<file path="src/rtl/mbox_pkg.sv">
// Shared definitions for the dual-port mailbox.
// Assumes word-aligned 4-bit byte offsets. Bits [3:2] select the register.
package mbox_pkg;

    // Register selected by address bits [3:2]
    typedef enum logic [1:0] {
        REG_TX   = 2'd0,
        REG_RX   = 2'd1,
        REG_STAT = 2'd2,
        REG_IEN  = 2'd3
    } reg_sel_e;

    localparam logic [1:0] RESP_OKAY   = 2'b00;
    localparam logic [1:0] RESP_SLVERR = 2'b10;

endpackage

</file>
<file path="src/rtl/mbox_fifo.sv">
// One-direction word queue with a registered occupancy count.
// The head word is visible combinationally while the queue is not empty.
// Assumes the caller never pushes when full and never pops when empty.
// Any DEPTH >= 1 is allowed; the pointers wrap explicitly.
module mbox_fifo #(
    parameter int DATA_W = 32,
    parameter int DEPTH  = 4
) (
    input  logic              clk,
    input  logic              rst_n,
    input  logic              push,
    input  logic [DATA_W-1:0] push_data,
    input  logic              pop,
    output logic [DATA_W-1:0] head,
    output logic              empty,
    output logic              full
);
    localparam int PTR_W = (DEPTH > 1) ? $clog2(DEPTH) : 1;
    localparam int CNT_W = $clog2(DEPTH + 1);
    localparam logic [PTR_W-1:0] LAST_SLOT = PTR_W'(DEPTH - 1);
    localparam logic [CNT_W-1:0] FULL_CNT  = CNT_W'(DEPTH);

    logic [DATA_W-1:0] mem [DEPTH];
    logic [PTR_W-1:0]  wr_ptr;
    logic [PTR_W-1:0]  rd_ptr;
    logic [CNT_W-1:0]  count;

    assign empty = (count == '0);
    assign full  = (count == FULL_CNT);
    assign head  = mem[rd_ptr];

    // Storage write at the tail slot
    always_ff @(posedge clk) begin
        if (push) begin
            mem[wr_ptr] <= push_data;
        end
    end

    // Tail pointer advance with wrap
    always_ff @(posedge clk) begin
        if (!rst_n) begin
            wr_ptr <= '0;
        end else if (push) begin
            wr_ptr <= (wr_ptr == LAST_SLOT) ? '0 : wr_ptr + 1'b1;
        end
    end

    // Head pointer advance with wrap
    always_ff @(posedge clk) begin
        if (!rst_n) begin
            rd_ptr <= '0;
        end else if (pop) begin
            rd_ptr <= (rd_ptr == LAST_SLOT) ? '0 : rd_ptr + 1'b1;
        end
    end

    // Occupancy tracking; a push and a pop together leave it unchanged
    always_ff @(posedge clk) begin
        if (!rst_n) begin
            count <= '0;
        end else begin
            unique case ({push, pop})
                2'b10:   count <= count + 1'b1;
                2'b01:   count <= count - 1'b1;
                default: count <= count;
            endcase
        end
    end

    AST_NO_OVERFLOW: assert property (@(posedge clk) disable iff (!rst_n)
        push |-> !full);
    AST_NO_UNDERFLOW: assert property (@(posedge clk) disable iff (!rst_n)
        pop |-> !empty);
    AST_SAME_CYCLE_COUNT: assert property (@(posedge clk) disable iff (!rst_n)
        (push && pop) |=> $stable(count));
    AST_COUNT_GROWS: assert property (@(posedge clk) disable iff (!rst_n)
        (push && !pop) |=> (count == $past(count) + 1'b1));
    AST_COUNT_BOUND: assert property (@(posedge clk) disable iff (!rst_n)
        count <= FULL_CNT);

endmodule

</file>
<file path="src/rtl/mbox_port.sv">
// AXI4-Lite slave front end for one processor.
// Decodes the four registers, pushes into the outgoing queue, pops the
// incoming queue, and holds the interrupt enable bit.
// Assumes full-word accesses and that write address and data arrive together.
module mbox_port
    import mbox_pkg::*;
#(
    parameter int DATA_W = 32,
    parameter int ADDR_W = 4
) (
    input  logic              clk,
    input  logic              rst_n,
    input  logic [ADDR_W-1:0] awaddr,
    input  logic              awvalid,
    output logic              awready,
    input  logic [DATA_W-1:0] wdata,
    input  logic              wvalid,
    output logic              wready,
    output logic [1:0]        bresp,
    output logic              bvalid,
    input  logic              bready,
    input  logic [ADDR_W-1:0] araddr,
    input  logic              arvalid,
    output logic              arready,
    output logic [DATA_W-1:0] rdata,
    output logic [1:0]        rresp,
    output logic              rvalid,
    input  logic              rready,
    input  logic              tx_full,
    input  logic              tx_empty,
    output logic              tx_push,
    output logic [DATA_W-1:0] tx_data,
    input  logic              rx_empty,
    input  logic              rx_full,
    input  logic [DATA_W-1:0] rx_head,
    output logic              rx_pop,
    output logic              irq
);
    logic     wr_go;
    logic     rd_go;
    reg_sel_e wr_sel;
    reg_sel_e rd_sel;
    logic     ien;
    logic     unused_addr_bits;

    assign unused_addr_bits = ^{awaddr[1:0], araddr[1:0]};

    // Request acceptance: one outstanding access per channel
    assign wr_go   = awvalid && wvalid && !bvalid;
    assign awready = wr_go;
    assign wready  = wr_go;
    assign rd_go   = arvalid && !rvalid;
    assign arready = rd_go;

    assign wr_sel  = reg_sel_e'(awaddr[3:2]);
    assign rd_sel  = reg_sel_e'(araddr[3:2]);

    // Queue side effects of accepted accesses
    assign tx_push = wr_go && (wr_sel == REG_TX) && !tx_full;
    assign tx_data = wdata;
    assign rx_pop  = rd_go && (rd_sel == REG_RX) && !rx_empty;

    // Interrupt while enabled and words are waiting
    assign irq = ien && !rx_empty;

    // Write response channel
    always_ff @(posedge clk) begin
        if (!rst_n) begin
            bvalid <= 1'b0;
            bresp  <= RESP_OKAY;
        end else if (wr_go) begin
            bvalid <= 1'b1;
            bresp  <= ((wr_sel == REG_TX) && tx_full) ? RESP_SLVERR : RESP_OKAY;
        end else if (bready) begin
            bvalid <= 1'b0;
        end
    end

    // Interrupt enable register
    always_ff @(posedge clk) begin
        if (!rst_n) begin
            ien <= 1'b0;
        end else if (wr_go && (wr_sel == REG_IEN)) begin
            ien <= wdata[0];
        end
    end

    // Read data channel with register decode
    always_ff @(posedge clk) begin
        if (!rst_n) begin
            rvalid <= 1'b0;
            rdata  <= '0;
            rresp  <= RESP_OKAY;
        end else if (rd_go) begin
            rvalid <= 1'b1;
            rresp  <= RESP_OKAY;
            unique case (rd_sel)
                REG_RX: begin
                    if (rx_empty) begin
                        rdata <= '0;
                        rresp <= RESP_SLVERR;
                    end else begin
                        rdata <= rx_head;
                    end
                end
                REG_STAT: rdata <= DATA_W'({tx_full, tx_empty, rx_full, rx_empty});
                REG_IEN:  rdata <= DATA_W'(ien);
                default:  rdata <= '0;
            endcase
        end else if (rready) begin
            rvalid <= 1'b0;
        end
    end

    AST_BRESP_HELD: assert property (@(posedge clk) disable iff (!rst_n)
        (bvalid && !bready) |=> (bvalid && $stable(bresp)));
    AST_RDATA_HELD: assert property (@(posedge clk) disable iff (!rst_n)
        (rvalid && !rready) |=> (rvalid && $stable(rdata) && $stable(rresp)));
    AST_FULL_WRITE_ERR: assert property (@(posedge clk) disable iff (!rst_n)
        (wr_go && (wr_sel == REG_TX) && tx_full) |=> (bresp == RESP_SLVERR));
    AST_EMPTY_READ_ZERO: assert property (@(posedge clk) disable iff (!rst_n)
        (rd_go && (rd_sel == REG_RX) && rx_empty) |=> (rdata == '0 && rresp == RESP_SLVERR));
    AST_EMPTY_FULL_EXCL: assert property (@(posedge clk) disable iff (!rst_n)
        !(rx_empty && rx_full) && !(tx_empty && tx_full));

endmodule

</file>
<file path="src/rtl/dual_mailbox.sv">
// Two-port mailbox: each AXI4-Lite port feeds the queue towards the peer
// and drains the queue coming from the peer.
// Assumes one clock shared by both processors.
module dual_mailbox #(
    parameter int DATA_W = 32,
    parameter int DEPTH  = 4,
    parameter int ADDR_W = 4
) (
    input  logic              clk,
    input  logic              rst_n,
    input  logic [ADDR_W-1:0] a_awaddr,
    input  logic              a_awvalid,
    output logic              a_awready,
    input  logic [DATA_W-1:0] a_wdata,
    input  logic              a_wvalid,
    output logic              a_wready,
    output logic [1:0]        a_bresp,
    output logic              a_bvalid,
    input  logic              a_bready,
    input  logic [ADDR_W-1:0] a_araddr,
    input  logic              a_arvalid,
    output logic              a_arready,
    output logic [DATA_W-1:0] a_rdata,
    output logic [1:0]        a_rresp,
    output logic              a_rvalid,
    input  logic              a_rready,
    output logic              irq_a,
    input  logic [ADDR_W-1:0] b_awaddr,
    input  logic              b_awvalid,
    output logic              b_awready,
    input  logic [DATA_W-1:0] b_wdata,
    input  logic              b_wvalid,
    output logic              b_wready,
    output logic [1:0]        b_bresp,
    output logic              b_bvalid,
    input  logic              b_bready,
    input  logic [ADDR_W-1:0] b_araddr,
    input  logic              b_arvalid,
    output logic              b_arready,
    output logic [DATA_W-1:0] b_rdata,
    output logic [1:0]        b_rresp,
    output logic              b_rvalid,
    input  logic              b_rready,
    output logic              irq_b
);
    logic              ab_push, ab_pop, ab_empty, ab_full;
    logic [DATA_W-1:0] ab_data, ab_head;
    logic              ba_push, ba_pop, ba_empty, ba_full;
    logic [DATA_W-1:0] ba_data, ba_head;

    // Queue carrying words from A to B
    mbox_fifo #(.DATA_W(DATA_W), .DEPTH(DEPTH)) u_a2b (
        .clk(clk), .rst_n(rst_n),
        .push(ab_push), .push_data(ab_data), .pop(ab_pop),
        .head(ab_head), .empty(ab_empty), .full(ab_full)
    );

    // Queue carrying words from B to A
    mbox_fifo #(.DATA_W(DATA_W), .DEPTH(DEPTH)) u_b2a (
        .clk(clk), .rst_n(rst_n),
        .push(ba_push), .push_data(ba_data), .pop(ba_pop),
        .head(ba_head), .empty(ba_empty), .full(ba_full)
    );

    // Front end for processor A
    mbox_port #(.DATA_W(DATA_W), .ADDR_W(ADDR_W)) u_port_a (
        .clk(clk), .rst_n(rst_n),
        .awaddr(a_awaddr), .awvalid(a_awvalid), .awready(a_awready),
        .wdata(a_wdata), .wvalid(a_wvalid), .wready(a_wready),
        .bresp(a_bresp), .bvalid(a_bvalid), .bready(a_bready),
        .araddr(a_araddr), .arvalid(a_arvalid), .arready(a_arready),
        .rdata(a_rdata), .rresp(a_rresp), .rvalid(a_rvalid), .rready(a_rready),
        .tx_full(ab_full), .tx_empty(ab_empty), .tx_push(ab_push), .tx_data(ab_data),
        .rx_empty(ba_empty), .rx_full(ba_full), .rx_head(ba_head), .rx_pop(ba_pop),
        .irq(irq_a)
    );

    // Front end for processor B
    mbox_port #(.DATA_W(DATA_W), .ADDR_W(ADDR_W)) u_port_b (
        .clk(clk), .rst_n(rst_n),
        .awaddr(b_awaddr), .awvalid(b_awvalid), .awready(b_awready),
        .wdata(b_wdata), .wvalid(b_wvalid), .wready(b_wready),
        .bresp(b_bresp), .bvalid(b_bvalid), .bready(b_bready),
        .araddr(b_araddr), .arvalid(b_arvalid), .arready(b_arready),
        .rdata(b_rdata), .rresp(b_rresp), .rvalid(b_rvalid), .rready(b_rready),
        .tx_full(ba_full), .tx_empty(ba_empty), .tx_push(ba_push), .tx_data(ba_data),
        .rx_empty(ab_empty), .rx_full(ab_full), .rx_head(ab_head), .rx_pop(ab_pop),
        .irq(irq_b)
    );

    AST_IRQ_A_QUIET_WHEN_EMPTY: assert property (@(posedge clk) disable iff (!rst_n)
        ba_empty |-> !irq_a);
    AST_IRQ_B_QUIET_WHEN_EMPTY: assert property (@(posedge clk) disable iff (!rst_n)
        ab_empty |-> !irq_b);

endmodule

</file>
<file path="config.mk">
export PLATFORM = sky130hd
export DESIGN_NAME = dual_mailbox
export DESIGN_NICKNAME = d
export VERILOG_FILES = /design/src/rtl/mbox_pkg.sv /design/src/rtl/mbox_fifo.sv /design/src/rtl/mbox_port.sv /design/src/rtl/dual_mailbox.sv
export SDC_FILE = /design/constraint.sdc
export NUM_CORES = 1
export LEC_CHECK = 0
export CORE_UTILIZATION = 40
export DETAILED_ROUTE_END_ITERATION = 8
export DONT_BUFFER_PORTS = 1
export HOLD_SLACK_MARGIN = 0.15
export PLACE_DENSITY = 0.65
export SETUP_SLACK_MARGIN = 0.4
export SLEW_MARGIN = 5
export SYNTH_ARGS = -nofsm -noshare
export SYNTH_HDL_FRONTEND = slang
export SYNTH_SLANG_ARGS = --single-unit
</file>
<file path="constraint.sdc">
create_clock -name clk -period 3.73 [get_ports clk]
set_clock_uncertainty 0.1 [all_clocks]
set_input_delay 0.1865 -clock clk [delete_from_list [all_inputs] [get_ports clk]]
set_output_delay 0.1865 -clock clk [all_outputs]
set_load 0.02 [all_outputs]
</file>
==> impl_metrics.ini <==
[run_status]
status = finished, final reports clean

[timing]
worst_slack_ns = 0.547
fmax_mhz = 314
post-route-period-util = 0.853
finalHoldViolations = 0
fin_crit_ns = 3.18
setup_viol = 0
fin_setup_tns_ns = 0
tightest_slew_ns = 0.989
rsz0062_at_grt = false
slew_headroom = 0.336
report.final.slew_viol_count = 0
holdWs_ns = 0.164

[route]
routed_wl_um = 26600
via_per_inst = 5.44
wl_met3_um = 2470
first_pass_iters = 5
ant_nets = 0
num_vias = 6606
drtIter0Drc = 491
drc_errors = 0
top_layer_used = met4
wl_met2_um = 13400
wl_met1_um = 9800
detail_route.wl_per_cell_um = 21.9

[placed_design]
post-place-ws_ns = 1.03
place.gp.congestion = 0.722
place_inst = 1052
place_hpwl_um = 15900
port_buffers = 0

[power_and_ir_drop]
combPwrFrac = 0.031
p_sw_frac = 0.206
pwr-share-clk = 0.434
p_seq_frac = 0.535
p_int_uw = 6240
ir_drop_mv = 0.352
p_per_area_nw_per_um2 = 515
total_leakage_power_uw = 0.00494
p_switching_uw = 1610

[clocking]
clock_latency_ns = 0.52
cts_buffers = 37
htreeDepth = 2
cts_tree = yes
path_clk_slew_ns = 0.07
cts.path.max_buffers = 3
root_buffer = clkbuf_16
cts.sinks = 348
post_cts_resized = 0

[worst_setup_path]
cp_max_fo = 9
criticalPathCategory = reg2reg
crit_required_ns = 4.07
reg2reg_slack_ns = 0.55
critical_path_arrival_ns = 3.52
crit_path_end_kind = flop
critPathMaxStageDelay_ns = 0.61
regToRegStartpoint = u_port_a.bvalid
crit_chain = nand3b_1, dlygate4sd3_1, inv_2, and3_1, inv_2, ha_1, inv_1, fa_1, xor2_1, or3_1, a21oi_1
cp_common_cell = inv_2
crit_path_start = u_port_a.bvalid
timing.critical_path.slowest_stage_cell = dlygate4sd3_1
worst_setup_path_start_kind = flop

[finish]
final_layout_size_suffix_gt1_frac = 0.178
final_cells = 1215
nFillCells = 2581
fin_nets = 891
multi_input_area_um2 = 3010
seqCellArea_um2 = 9530
postLayoutCoreUtil = 0.484
area_growth_pct = 19.1
antenna_cells = 0

[synth]
async_flop_share = 0
synthFlopType = edfxtp_1
ys_seq_area_frac = 0.744
synthCells = 676
postSynthAreaPerCell_um2 = 19.0
syn_area_um2 = 12800
synth_cell_types = 42
synth_edf_count = 256
yosys_warnings = 0
synth-seq-cells = 348

[floorplan]
fp.dieH_um = 181
start_util = 0.406
die_w_um = 181
rows = 65
io_pins = 176
die-area_um2 = 32800
core_um2 = 31600

[global_route]
grtUsageTotal = 0.162
grt_max_degree = 33
grt_pass1_vias = 7027
grt_pass1_wl_um = 40500
antenna_found_initial = 1
overflow = 0

[worst_hold_path]
worstHoldStart = b_awvalid
hp-class = in2reg

[job]
cap_viol_max_count = 0
## per-layer routing
metal  vias up  GRT usage
li1       2933          -
met1      3374      0.180
met2       241      0.286
met3        58     0.0542
met4         0     0.0654
met5         -          0
## metrics by stage
step	cell area (um2)	total power, uW
2_1_floorplan	12800	4390
3_3_place_gp	13200	4410
3_5_place_dp	13200	4420
4_1_cts	15300	7920
5_1_grt	15300	8080
6_report	15300	7860
## synthesized netlist by cell type, types with 3 or more instances
master      n  area (um2)
o31ai_1     4        30.0
ha_1       12         150
nand2_1     8        30.0
mux4_2     64        1440
nor2_1     13        48.8
nand2b_1    7        43.8
inv_1      13        48.8
and2_1     10        62.6
a31o_1      4        35.0
edfxtp_1  256        7690
a31oi_1     4        25.0
a221o_1     3        30.0
nand3_1    10        50.1
a21oi_1    22         110
or3_1       4        25.0
o21ai_0     6        30.0
and4_1      3        26.3
buf_2      11        55.1
clkbuf_1   11        41.3
nand4_1    11        68.8
buf_6       5        56.3
nor2b_1     4        25.0
a22o_1     56         490
xor2_1      4        35.0
dfxtp_1    92        1840
o221ai_1    3        26.3
buf_4      10        75.1
inv_2       5        18.8
## cells by family (layout without fill, tap and decap cells)
logic type,after synthesis,after routing,synth area share
compound gates,102,102,0.0606
buf+inv,57,191,0.0238
flops,348,348,0.744
mux,64,64,0.112
xor+xnor,4,4,0.00273
fa+ha+maj,14,14,0.0148
other cells,1,4,0.000293
simple gates,86,86,0.0417
## worst max-delay path, delay by kind of cell (launching register included)
| kind | cells | cell delay (ns) |
|---|---|---|
| flops | 1 | 0.47 |
| compound gates | 1 | 0.17 |
| xor+xnor | 1 | 0.16 |
| buf+inv | 4 | 0.89 |
| fa+ha+maj | 2 | 0.55 |
| simple gates | 3 | 0.75 |
## sequential cells by signal (all words and copies together) (netlist names), 2 cells and up, named ones only
name            count
u_a2b.mem         128
u_b2a.mem         128
u_port_a.rdata     32
u_port_b.rdata     32
u_a2b.count         3
u_b2a.count         3
u_a2b.rd_ptr        2
u_a2b.wr_ptr        2
u_b2a.rd_ptr        2
u_b2a.wr_ptr        2
## power groups by stage
stage	Combinational, uW	Clock [uW]	Sequential, uW
floorplan	107	0	4280
global placement	125	0	4280
detailed placement	130	0	4290
CTS	243	3480	4200
global route	264	3620	4200
finish	244	3410	4200
## final timing paths
check                       to  cells after the start
max             u_a2b.count[2]                     11
min          u_port_b.bresp[1]                      4
max reg2reg     u_a2b.count[2]                     11
min reg2reg               flop                      2
## placed cells by master, fill, tap and decap left out, types with 4 or more instances in the layout
master	netlist	routed
a21oi_1	22	22
dfxtp_1	92	89
ha_1	12	12
clkinv_1	1	6
buf_4	10	8
a22o_1	56	56
o21ai_0	6	6
nand2_1	8	8
inv_1	13	13
o31ai_1	4	4
nand2b_1	7	7
nand4_1	11	11
inv_2	5	5
nor2_1	13	12
conb_1	1	4
nand3_1	10	10
xor2_1	4	4
or3_1	4	4
clkbuf_1	11	13
dlygate4sd3_1	0	96
clkbuf_16	0	37
a31o_1	4	4
edfxtp_1	256	256
and2_2	0	8
mux4_2	64	64
nor2b_1	4	4
a31oi_1	4	4
## final cells by class
class | instances | area share
Clock buffer | 52 | 0.0657
Inverter | 20 | 0.00508
Clock inverter | 15 | 0.00787
Multi-Input combinational cell | 274 | 0.197
Timing Repair Buffer | 104 | 0.0669
Sequential cell | 348 | 0.625
Tap cell | 402 | 0.0330
## what timing repair did
action,4_1_cts,5_1_grt
hold buffers,96,0
endpoints found under the hold margin,297,0
setup buffers,0,0
Note: power is estimated with default switching activity, not from simulation.
